[src/rtl/pfwp_pkg.sv]
package pfwp_pkg;
  typedef enum logic [1:0] {
    ST_NORMAL = 2'd0,
    ST_DRAIN  = 2'd1,
    ST_PROT   = 2'd2,
    ST_RECOV  = 2'd3
  } pfwp_state_e;
endpackage

[src/rtl/pfwp_sync.sv]
module pfwp_sync #(
  parameter int unsigned      WIDTH   = 1,
  parameter logic [WIDTH-1:0] RST_VAL = '0
) (
  input  logic             clk,
  input  logic             rst_n,
  input  logic [WIDTH-1:0] d_i,
  output logic [WIDTH-1:0] q_o
);
  for (genvar g = 0; g < WIDTH; g++) begin : g_bit
    logic meta_q, sync_q;
    always_ff @(posedge clk or negedge rst_n) begin
      if (!rst_n) begin
        meta_q <= RST_VAL[g];
        sync_q <= RST_VAL[g];
      end else begin
        meta_q <= d_i[g];
        sync_q <= meta_q;
      end
    end
    assign q_o[g] = sync_q;
  end
endmodule

[src/rtl/pfwp_seq.sv]
module pfwp_seq
  import pfwp_pkg::*;
#(
  parameter int unsigned REC_CYC = 8000000,
  parameter int unsigned WPT_CYC = 10000
) (
  input  logic        clk,
  input  logic        rst_n,
  input  logic        pf_s,
  input  logic        wr_ovl,
  output pfwp_state_e state_o,
  output logic        link_o
);
  localparam int unsigned MAXC  = (REC_CYC > WPT_CYC) ? REC_CYC : WPT_CYC;
  localparam int unsigned CNT_W = $clog2(MAXC + 1);
  localparam logic [CNT_W-1:0] REC_LAST = CNT_W'(REC_CYC - 1);
  localparam logic [CNT_W-1:0] WPT_LAST = CNT_W'(WPT_CYC - 1);

  pfwp_state_e      st_q, st_n;
  logic [CNT_W-1:0] cnt_q, cnt_n;
  logic             cnt_en;
  logic             link_q, link_en;

  always_comb begin
    st_n   = st_q;
    cnt_n  = cnt_q + 1'b1;
    cnt_en = 1'b0;
    unique case (st_q)
      ST_PROT: begin
        if (!pf_s) begin
          st_n   = ST_RECOV;
          cnt_n  = '0;
          cnt_en = 1'b1;
        end
      end
      ST_RECOV: begin
        if (pf_s) st_n = ST_PROT;
        else if (cnt_q == REC_LAST) st_n = ST_NORMAL;
        else cnt_en = 1'b1;
      end
      ST_NORMAL: begin
        if (pf_s) begin
          if (wr_ovl) begin
            st_n   = ST_DRAIN;
            cnt_n  = '0;
            cnt_en = 1'b1;
          end else begin
            st_n = ST_PROT;
          end
        end
      end
      ST_DRAIN: begin
        if (!wr_ovl || cnt_q == WPT_LAST) st_n = ST_PROT;
        else cnt_en = 1'b1;
      end
      default: st_n = ST_PROT;
    endcase
  end

  assign link_en = !pf_s && !link_q;

  always_ff @(posedge clk or negedge rst_n) begin
    if (!rst_n) begin
      st_q   <= ST_PROT;
      cnt_q  <= REC_LAST;
      link_q <= 1'b0;
    end else begin
      st_q <= st_n;
      if (cnt_en)  cnt_q  <= cnt_n;
      if (link_en) link_q <= 1'b1;
    end
  end

  assign state_o = st_q;
  assign link_o  = link_q;
endmodule

[src/rtl/pfwp_decode.sv]
module pfwp_decode
  import pfwp_pkg::*;
(
  input  logic        clk,
  input  logic        rst_n,
  input  pfwp_state_e state_i,
  input  logic        ce_s,
  input  logic        oe_s,
  input  logic        we_s,
  output logic        wr_ovl_o,
  output logic        arr_sel_o,
  output logic        arr_wr_o,
  output logic        arr_rd_o,
  output logic        dq_oe_o
);
  logic acc_en, drn_en, sel, rd, ovl;
  logic ce_q, zh_q, zh_n, zh_en, z_set;

  assign acc_en = (state_i == ST_NORMAL);
  assign drn_en = (state_i == ST_DRAIN);
  assign sel    = !ce_s;
  assign ovl    = sel && !we_s;
  assign rd     = sel && we_s && !oe_s;

  // chip select falling while write enable is already (or just) low
  assign z_set = ce_q && !ce_s && !we_s;

  always_comb begin
    zh_n  = zh_q;
    zh_en = 1'b0;
    if (ce_s) begin
      zh_n  = 1'b0;
      zh_en = 1'b1;
    end else if (z_set) begin
      zh_n  = 1'b1;
      zh_en = 1'b1;
    end
  end

  always_ff @(posedge clk or negedge rst_n) begin
    if (!rst_n) begin
      ce_q <= 1'b1;
      zh_q <= 1'b0;
    end else begin
      ce_q <= ce_s;
      if (zh_en) zh_q <= zh_n;
    end
  end

  assign wr_ovl_o  = ovl;
  assign arr_sel_o = (acc_en && sel) || (drn_en && ovl);
  assign arr_wr_o  = (acc_en || drn_en) && ovl;
  assign arr_rd_o  = acc_en && rd;
  assign dq_oe_o   = acc_en && rd && !zh_q;
endmodule

[src/rtl/pfwp_ctrl.sv]
module pfwp_ctrl
  import pfwp_pkg::*;
#(
  parameter int unsigned REC_CYC = 8000000,
  parameter int unsigned WPT_CYC = 10000
) (
  input  logic       clk,
  input  logic       rst_n,
  input  logic       ce_n_i,
  input  logic       oe_n_i,
  input  logic       we_n_i,
  input  logic       pfail_i,
  input  logic       vlow_i,
  output logic       arr_sel_o,
  output logic       arr_wr_o,
  output logic       arr_rd_o,
  output logic       dq_oe_o,
  output logic       bkup_sel_o,
  output logic       bkup_link_o,
  output logic [1:0] state_o
);
  localparam int unsigned NSYNC = 5;

  logic [NSYNC-1:0] raw, syn;
  logic             ce_s, oe_s, we_s, pf_s, vl_s;
  logic             wr_ovl, link;
  pfwp_state_e      st;

  assign raw = {vlow_i, pfail_i, we_n_i, oe_n_i, ce_n_i};

  pfwp_sync #(.WIDTH(NSYNC), .RST_VAL({NSYNC{1'b1}})) sync_i (
    .clk(clk), .rst_n(rst_n), .d_i(raw), .q_o(syn)
  );

  assign {vl_s, pf_s, we_s, oe_s, ce_s} = syn;

  pfwp_seq #(.REC_CYC(REC_CYC), .WPT_CYC(WPT_CYC)) seq_i (
    .clk(clk), .rst_n(rst_n), .pf_s(pf_s), .wr_ovl(wr_ovl),
    .state_o(st), .link_o(link)
  );

  pfwp_decode dec_i (
    .clk(clk), .rst_n(rst_n), .state_i(st),
    .ce_s(ce_s), .oe_s(oe_s), .we_s(we_s),
    .wr_ovl_o(wr_ovl), .arr_sel_o(arr_sel_o), .arr_wr_o(arr_wr_o),
    .arr_rd_o(arr_rd_o), .dq_oe_o(dq_oe_o)
  );

  assign bkup_link_o = link;
  assign bkup_sel_o  = link && vl_s;
  assign state_o     = st;
endmodule

[config.mk]
export PLATFORM = sky130hd
export DESIGN_NAME = pfwp_ctrl
export DESIGN_NICKNAME = d
export VERILOG_FILES = /design/src/rtl/pfwp_pkg.sv /design/src/rtl/pfwp_sync.sv /design/src/rtl/pfwp_seq.sv /design/src/rtl/pfwp_decode.sv /design/src/rtl/pfwp_ctrl.sv
export SDC_FILE = /design/constraint.sdc
export NUM_CORES = 1
export LEC_CHECK = 0
export BUFFER_PORTS_ARGS = -buffer_cell sky130_fd_sc_hd__buf_2
export CORE_MARGIN = 8
export CORE_UTILIZATION = 40
export DETAILED_ROUTE_END_ITERATION = 8
export GPL_TIMING_DRIVEN = 1
export PLACE_DENSITY = 0.63
export REMOVE_ABC_BUFFERS = 1
export SLEW_MARGIN = 20
export SYNTH_ARGS = -nofsm -noshare
export SYNTH_HDL_FRONTEND = slang
export SYNTH_SLANG_ARGS = --single-unit
[constraint.sdc]
create_clock -name clk -period 3.2 [get_ports clk]
set_clock_uncertainty 0.1 [all_clocks]
set_input_delay 0.8 -clock clk [delete_from_list [all_inputs] [get_ports clk]]
set_output_delay 0.8 -clock clk [all_outputs]
set_load 0.02 [all_outputs]
# Yosys cells after proc, flatten, opt, wreduce, memory -nomap -nowiden
# Cells that the tools add are included.
[totals] register_bits=38 elab_cells=73 out_inout_bits=8
[op_classes] n_eq_ne=9 reduce_logical=26 n_addsub=1 muxes=22
[ops] op="2-to-1 mux 23 bit" count=3
[ops] op="one-hot mux 23 bit (2 select lines)" count=1
[ops] op="adder 23 x 1 -> 23 bit, second input constant" count=1
[ops] op="== test 23 x 14 -> 1 bit, second input constant" count=1
[ops] op="== test 23 bit, second input constant" count=1
[ops] op="logical AND 1 bit" count=12
[ops] op="2-to-1 mux 2 bit" count=6
[ops] op="2-to-1 mux 1 bit" count=10
[ops] op="one-hot mux 2 bit (4 select lines)" count=1
[ops] op="zero test 1 bit" count=7
[ops] op="inequality test 2 bit, second input constant" count=3
[ops] op="== test 2 bit, second input constant" count=2
[ops] op="one-hot mux 1 bit (4 select lines)" count=1
[ops] op="AND reduction 4 bit" count=1
[ops] op="logical OR 1 bit" count=3
[ops] op="inequality test 3 x 2 -> 1 bit, second input constant" count=1
[ops] op="== test 2 x 1 -> 1 bit, second input constant" count=1
[ops] op="zero test 2 bit" count=1
[ops] op="AND reduction 2 bit" count=1
[ops] op="nonzero test 2 bit" count=1

# Depth between registers and ports, before layout
[logic_depth] word_depth=6 mapped_depth=9 mapped_depth_nobuf=8

# Modules after synthesis
# From an unflattened synthesis, not the netlist that was laid out.
[unflattened] cells_unflattened=194 area_unflattened_um2=1989.4
[modules_own_cells] module="pfwp_seq" cells_each=166 instances=1 area_per_inst_um2=1576.5
[modules_own_cells] module="pfwp_sync" cells_each=15 instances=1 area_per_inst_um2=300.3
[modules_own_cells] module="pfwp_decode" cells_each=12 instances=1 area_per_inst_um2=106.4
[modules_own_cells] module="pfwp_ctrl" cells_each=1 instances=1 area_per_inst_um2=6.3

# Worst setup path before layout
# No wires, ideal clock.
[synth_timing] path_kind="flip-flop to output port" startpoint="reg seq_i.st_q[0] (netlist: seq_i.state_o[0])" endpoint="out dq_oe_o" path_slack_ns=0.665 stages_incl_launch_ff=4 arrival_time_ns=1.635 cell_sequence="dfrtp_1 > clkbuf_1 > or4_1 > nor3_1"
[synth_via] elab_chain_cells=3
[synth_rtl] item="start, declared" line="pfwp_seq.sv:19" source="pfwp_state_e st_q, st_n;"
[synth_rtl] item="start signal, assigned" line="pfwp_seq.sv:68" source="st_q <= st_n;"
[synth_rtl] item="zero test 2 bit" line="pfwp_decode.sv:19" source="assign acc_en = (state_i == ST_NORMAL);"
[synth_rtl] item="logical AND 1 bit (2 in a row)" line="pfwp_decode.sv:54" source="assign dq_oe_o = acc_en && rd && !zh_q;"
[synth_rtl] item="end, declared" line="pfwp_ctrl.sv:17" source="output logic dq_oe_o,"
# Every way passes these cells.

# Worst setup path in the final report
# Same ends and word-level chain as after synthesis.

==> impl_metrics.yaml <==
status:
  status: "complete, no violations"
setup_path:
  worstPathArrival_ns: 1.67
  ff2ff_setup_slack_ns: 0.82
  worst_setup_path_start_kind: "flip-flop"
  r2r_cells: 9
  reg2reg_to: "seq_i.cnt_q[18]"
  end_kind: "primary output"
  crit_type: "reg -> out"
  reg2reg_from: "seq_i.cnt_q[0]"
  required_ns: 2.30
  crit_fanout: 11
timing:
  finalCriticalPeriod_ns: 2.57
  hold_viol_final: 0
  finalSetupViolCount: 0
  tns_ns: 0
  max_freq_mhz: 389
  slew_headroom_pct: 45.9
  tightest_slew_ns: 0.811
  fin_crit_sh_pct: 80.3
  rsz0062_at_grt: "false"
  whs_ns: 0.257
  setup_ws_ns: 0.629
  maxSlewViolCount: 0
power_and_ir_drop:
  power.density_mw_per_mm2: 488
  peakVddDrop_v: 0.000298
  p_leak_nw: 0.866
global_route:
  grt_remaining_overflow: 0
  grt_max_degree: 39
  grt_pass1_wl_mm: 6.96
  grt.total_usage_pct: 12.2
  first_global_vias: 1406
  antenna_found_initial: 0
synth:
  synthCells: 188
  synth_mux_area_share_pct: 0.521
  synth.distinct_cells: 51
  synth_area_leader_cell: "dfstp_2"
  async_reset_ff_share_pct: 100
  synthXorXnorAreaFrac_pct: 4.56
  synth_commonest_cells: "dfstp_2 (27), nor2_1 (18), a21oi_1 (15)"
  yosysMostFrequentCell: "dfstp_2"
  synth_top_family_by_area: "simple AND/OR/NAND/NOR gates"
  yosys.area_share.simple_pct: 25.5
  syn_area_mm2: 0.00192
  synth_area_leaders: "dfstp_2 (37%), dfrtp_1 (14%), xnor2_1 (4.6%), a21oi_1 (3.9%), nor2_1 (3.5%)"
  synth-compound-area-share_pct: 13.7
  yosysSeqAreaShare_pct: 51.3
  synth_edf_count: 0
  synth_ff_type: "dfstp_2"
  yosysWarnings: 0
  ys_seq_elements: 38
  synth_area_per_cell_um2: 10.2
  yosysTopAreaCellShare_pct: 36.9
  synth-adder-area-share_pct: 0.651
placement:
  routabilityCongestion: 0.862
  port_buffers: 14
  dp_hpwl_mm: 2.82
  pre_cts_ws_ns: 0.856
route:
  routedWlPerCell_um: 15.7
  via_per_inst: 5.55
  drt_iter0_markers: 75
  ant_nets: 0
  dr.pass1.iters: 4
  drt-total-wl_mm: 4.03
  dr_total_vias: 1426
  drc: 0
run:
  timing.max_cap.violations: 0
floorplan:
  ioPinCount: 15
  die_h_um: 85.3
  placementRows: 25
  die_w_um: 85.3
  dieArea_mm2: 0.00727
  core_mm2: 0.00469
  start_util_pct: 40.9
min_path:
  hold_path.class: "reg -> reg"
  holdPathEnd: "sync_i.g_bit[0].sync_q"
  hp-start: "sync_i.g_bit[0].meta_q"
  hold_depth: 0
clock_tree:
  cts_tree: "yes"
  cts_root_buf: "clkbuf_8"
  ctsResizeCount: 0
  tritoncts.num_buffers: 5
  htree_levels: 2
  postCtsSetupBuffers: 0
  hold_buffers: 0
  clk-insertion-delay-late_ns: 0.30
  clk_pin_slew_worst_paths_ns: 0.08
  clockBufferDepth: 2
  cts_sinks: 38
layout:
  final_util_pct: 46.2
  final_nets: 210
  drive_above_1_share_pct: 31.5
  n_antenna_cell: 0
  layout-area-overhead-vs-synth_pct: 12.8
  fillCellCount: 427
==> final cells by class <==
class / count / area, um^2 / share of cell area [%]
multi-input cells: 134 / 862 / 39.8
well taps: 54 / 67.6 / 3.12
flip-flops and latches: 38 / 985 / 45.4
inverters: 6 / 22.5 / 1.04
repair buffers: 17 / 92.6 / 4.27
clock buffers: 5 / 68.8 / 3.18
clock inverters: 3 / 68.8 / 3.18
==> per-layer routing <==
layer / up-vias / track usage, % / wire (um)
met1: 690 / 16.0 / 1930
met2: 26 / 17.5 / 1840
li1: 703 / - / -
met5: - / 0 / 0
met3: 7 / 3.38 / 158
met4: 0 / 6.85 / 100
==> per-stage QoR <==
| step | power [W] | instances | instance area [um^2] |
|---|---|---|---|
| floorplan | 0.000546 | 178 | 1870 |
| global placement | 0.000570 | 249 | 2030 |
| detailed placement | 0.000572 | 249 | 2030 |
| CTS | 0.00107 | 257 | 2170 |
| global route | 0.00110 | 257 | 2170 |
| finish | 0.00106 | 257 | 2170 |
==> where the power goes <==
| part | switching (W) | total [W] | internal, W |
|---|---|---|---|
| combinational | 0.0000312 | 0.0000459 | 0.0000147 |
| clock | 0.000181 | 0.000494 | 0.000312 |
| sequential | 0.0000120 | 0.000517 | 0.000505 |
| total | 0.000225 | 0.00106 | 0.000832 |
==> cells in the final DEF, fill, tap and decap left out, types with 2 or more instances in the layout <==
master and count:
or4_1 6, a21boi_0 2, a21oi_1 15, xnor2_1 10, dfrtp_1 11, a21o_1 2
clkbuf_8 5, nor4_1 2, dfstp_2 27, o21ai_0 5, o31ai_1 2, nand4_1 3
o21a_1 2, nand4b_1 2, a211oi_1 3, bufinv_16 2, and2_1 4, nand2b_1 2
nand3_1 12, buf_2 14, o211ai_1 3, nor4b_1 2, nor2_1 18, and3_1 4
inv_1 5, nand2_1 12, buf_4 3
==> flip-flops by register name (all words and copies together), names as in the netlist <==
| signal | cells |
|---|---|
| dec_i.ce_q | 1 |
| dec_i.zh_q | 1 |
| seq_i.cnt_q | 23 |
| seq_i.link_o | 1 |
| seq_i.state_o | 2 |
| sync_i.g_bit.meta_q | 5 |
| sync_i.g_bit.sync_q | 5 |
==> cells by family (layout without fill, tap and decap cells) <==
| family | count (synthesis) | in the layout |
|---|---|---|
| AND/OR/NAND/NOR | 81 | 81 |
| flip-flops | 38 | 38 |
| multiplexers | 1 | 1 |
| AO/OA/AOI/OAI | 41 | 41 |
| adder cells (fa/ha/maj) | 1 | 1 |
| buffers and inverters | 16 | 31 |
| XOR/XNOR | 10 | 10 |
==> worst max-delay path, stage by stage (launching register included) <==
cell and delay (ns):
dfrtp_1 0.50, or4_1 0.56, nor3_1 0.13, buf_2 0.19
==> worst max path at each step <==
stage	start	endpoint	slack (ns)	cells after the start
finish	seq_i.state_o[0]	dq_oe_o	0.63	3
global placement	seq_i.cnt_q[4]	seq_i.cnt_q[22]	0.91	6
global route	seq_i.state_o[0]	dq_oe_o	0.54	3
CTS	seq_i.state_o[0]	dq_oe_o	0.61	3
detailed placement	seq_i.cnt_q[0]	seq_i.cnt_q[18]	0.86	9
floorplan	seq_i.cnt_q[4]	seq_i.cnt_q[18]	0.73	7
(Power assumes the default switching activity.)
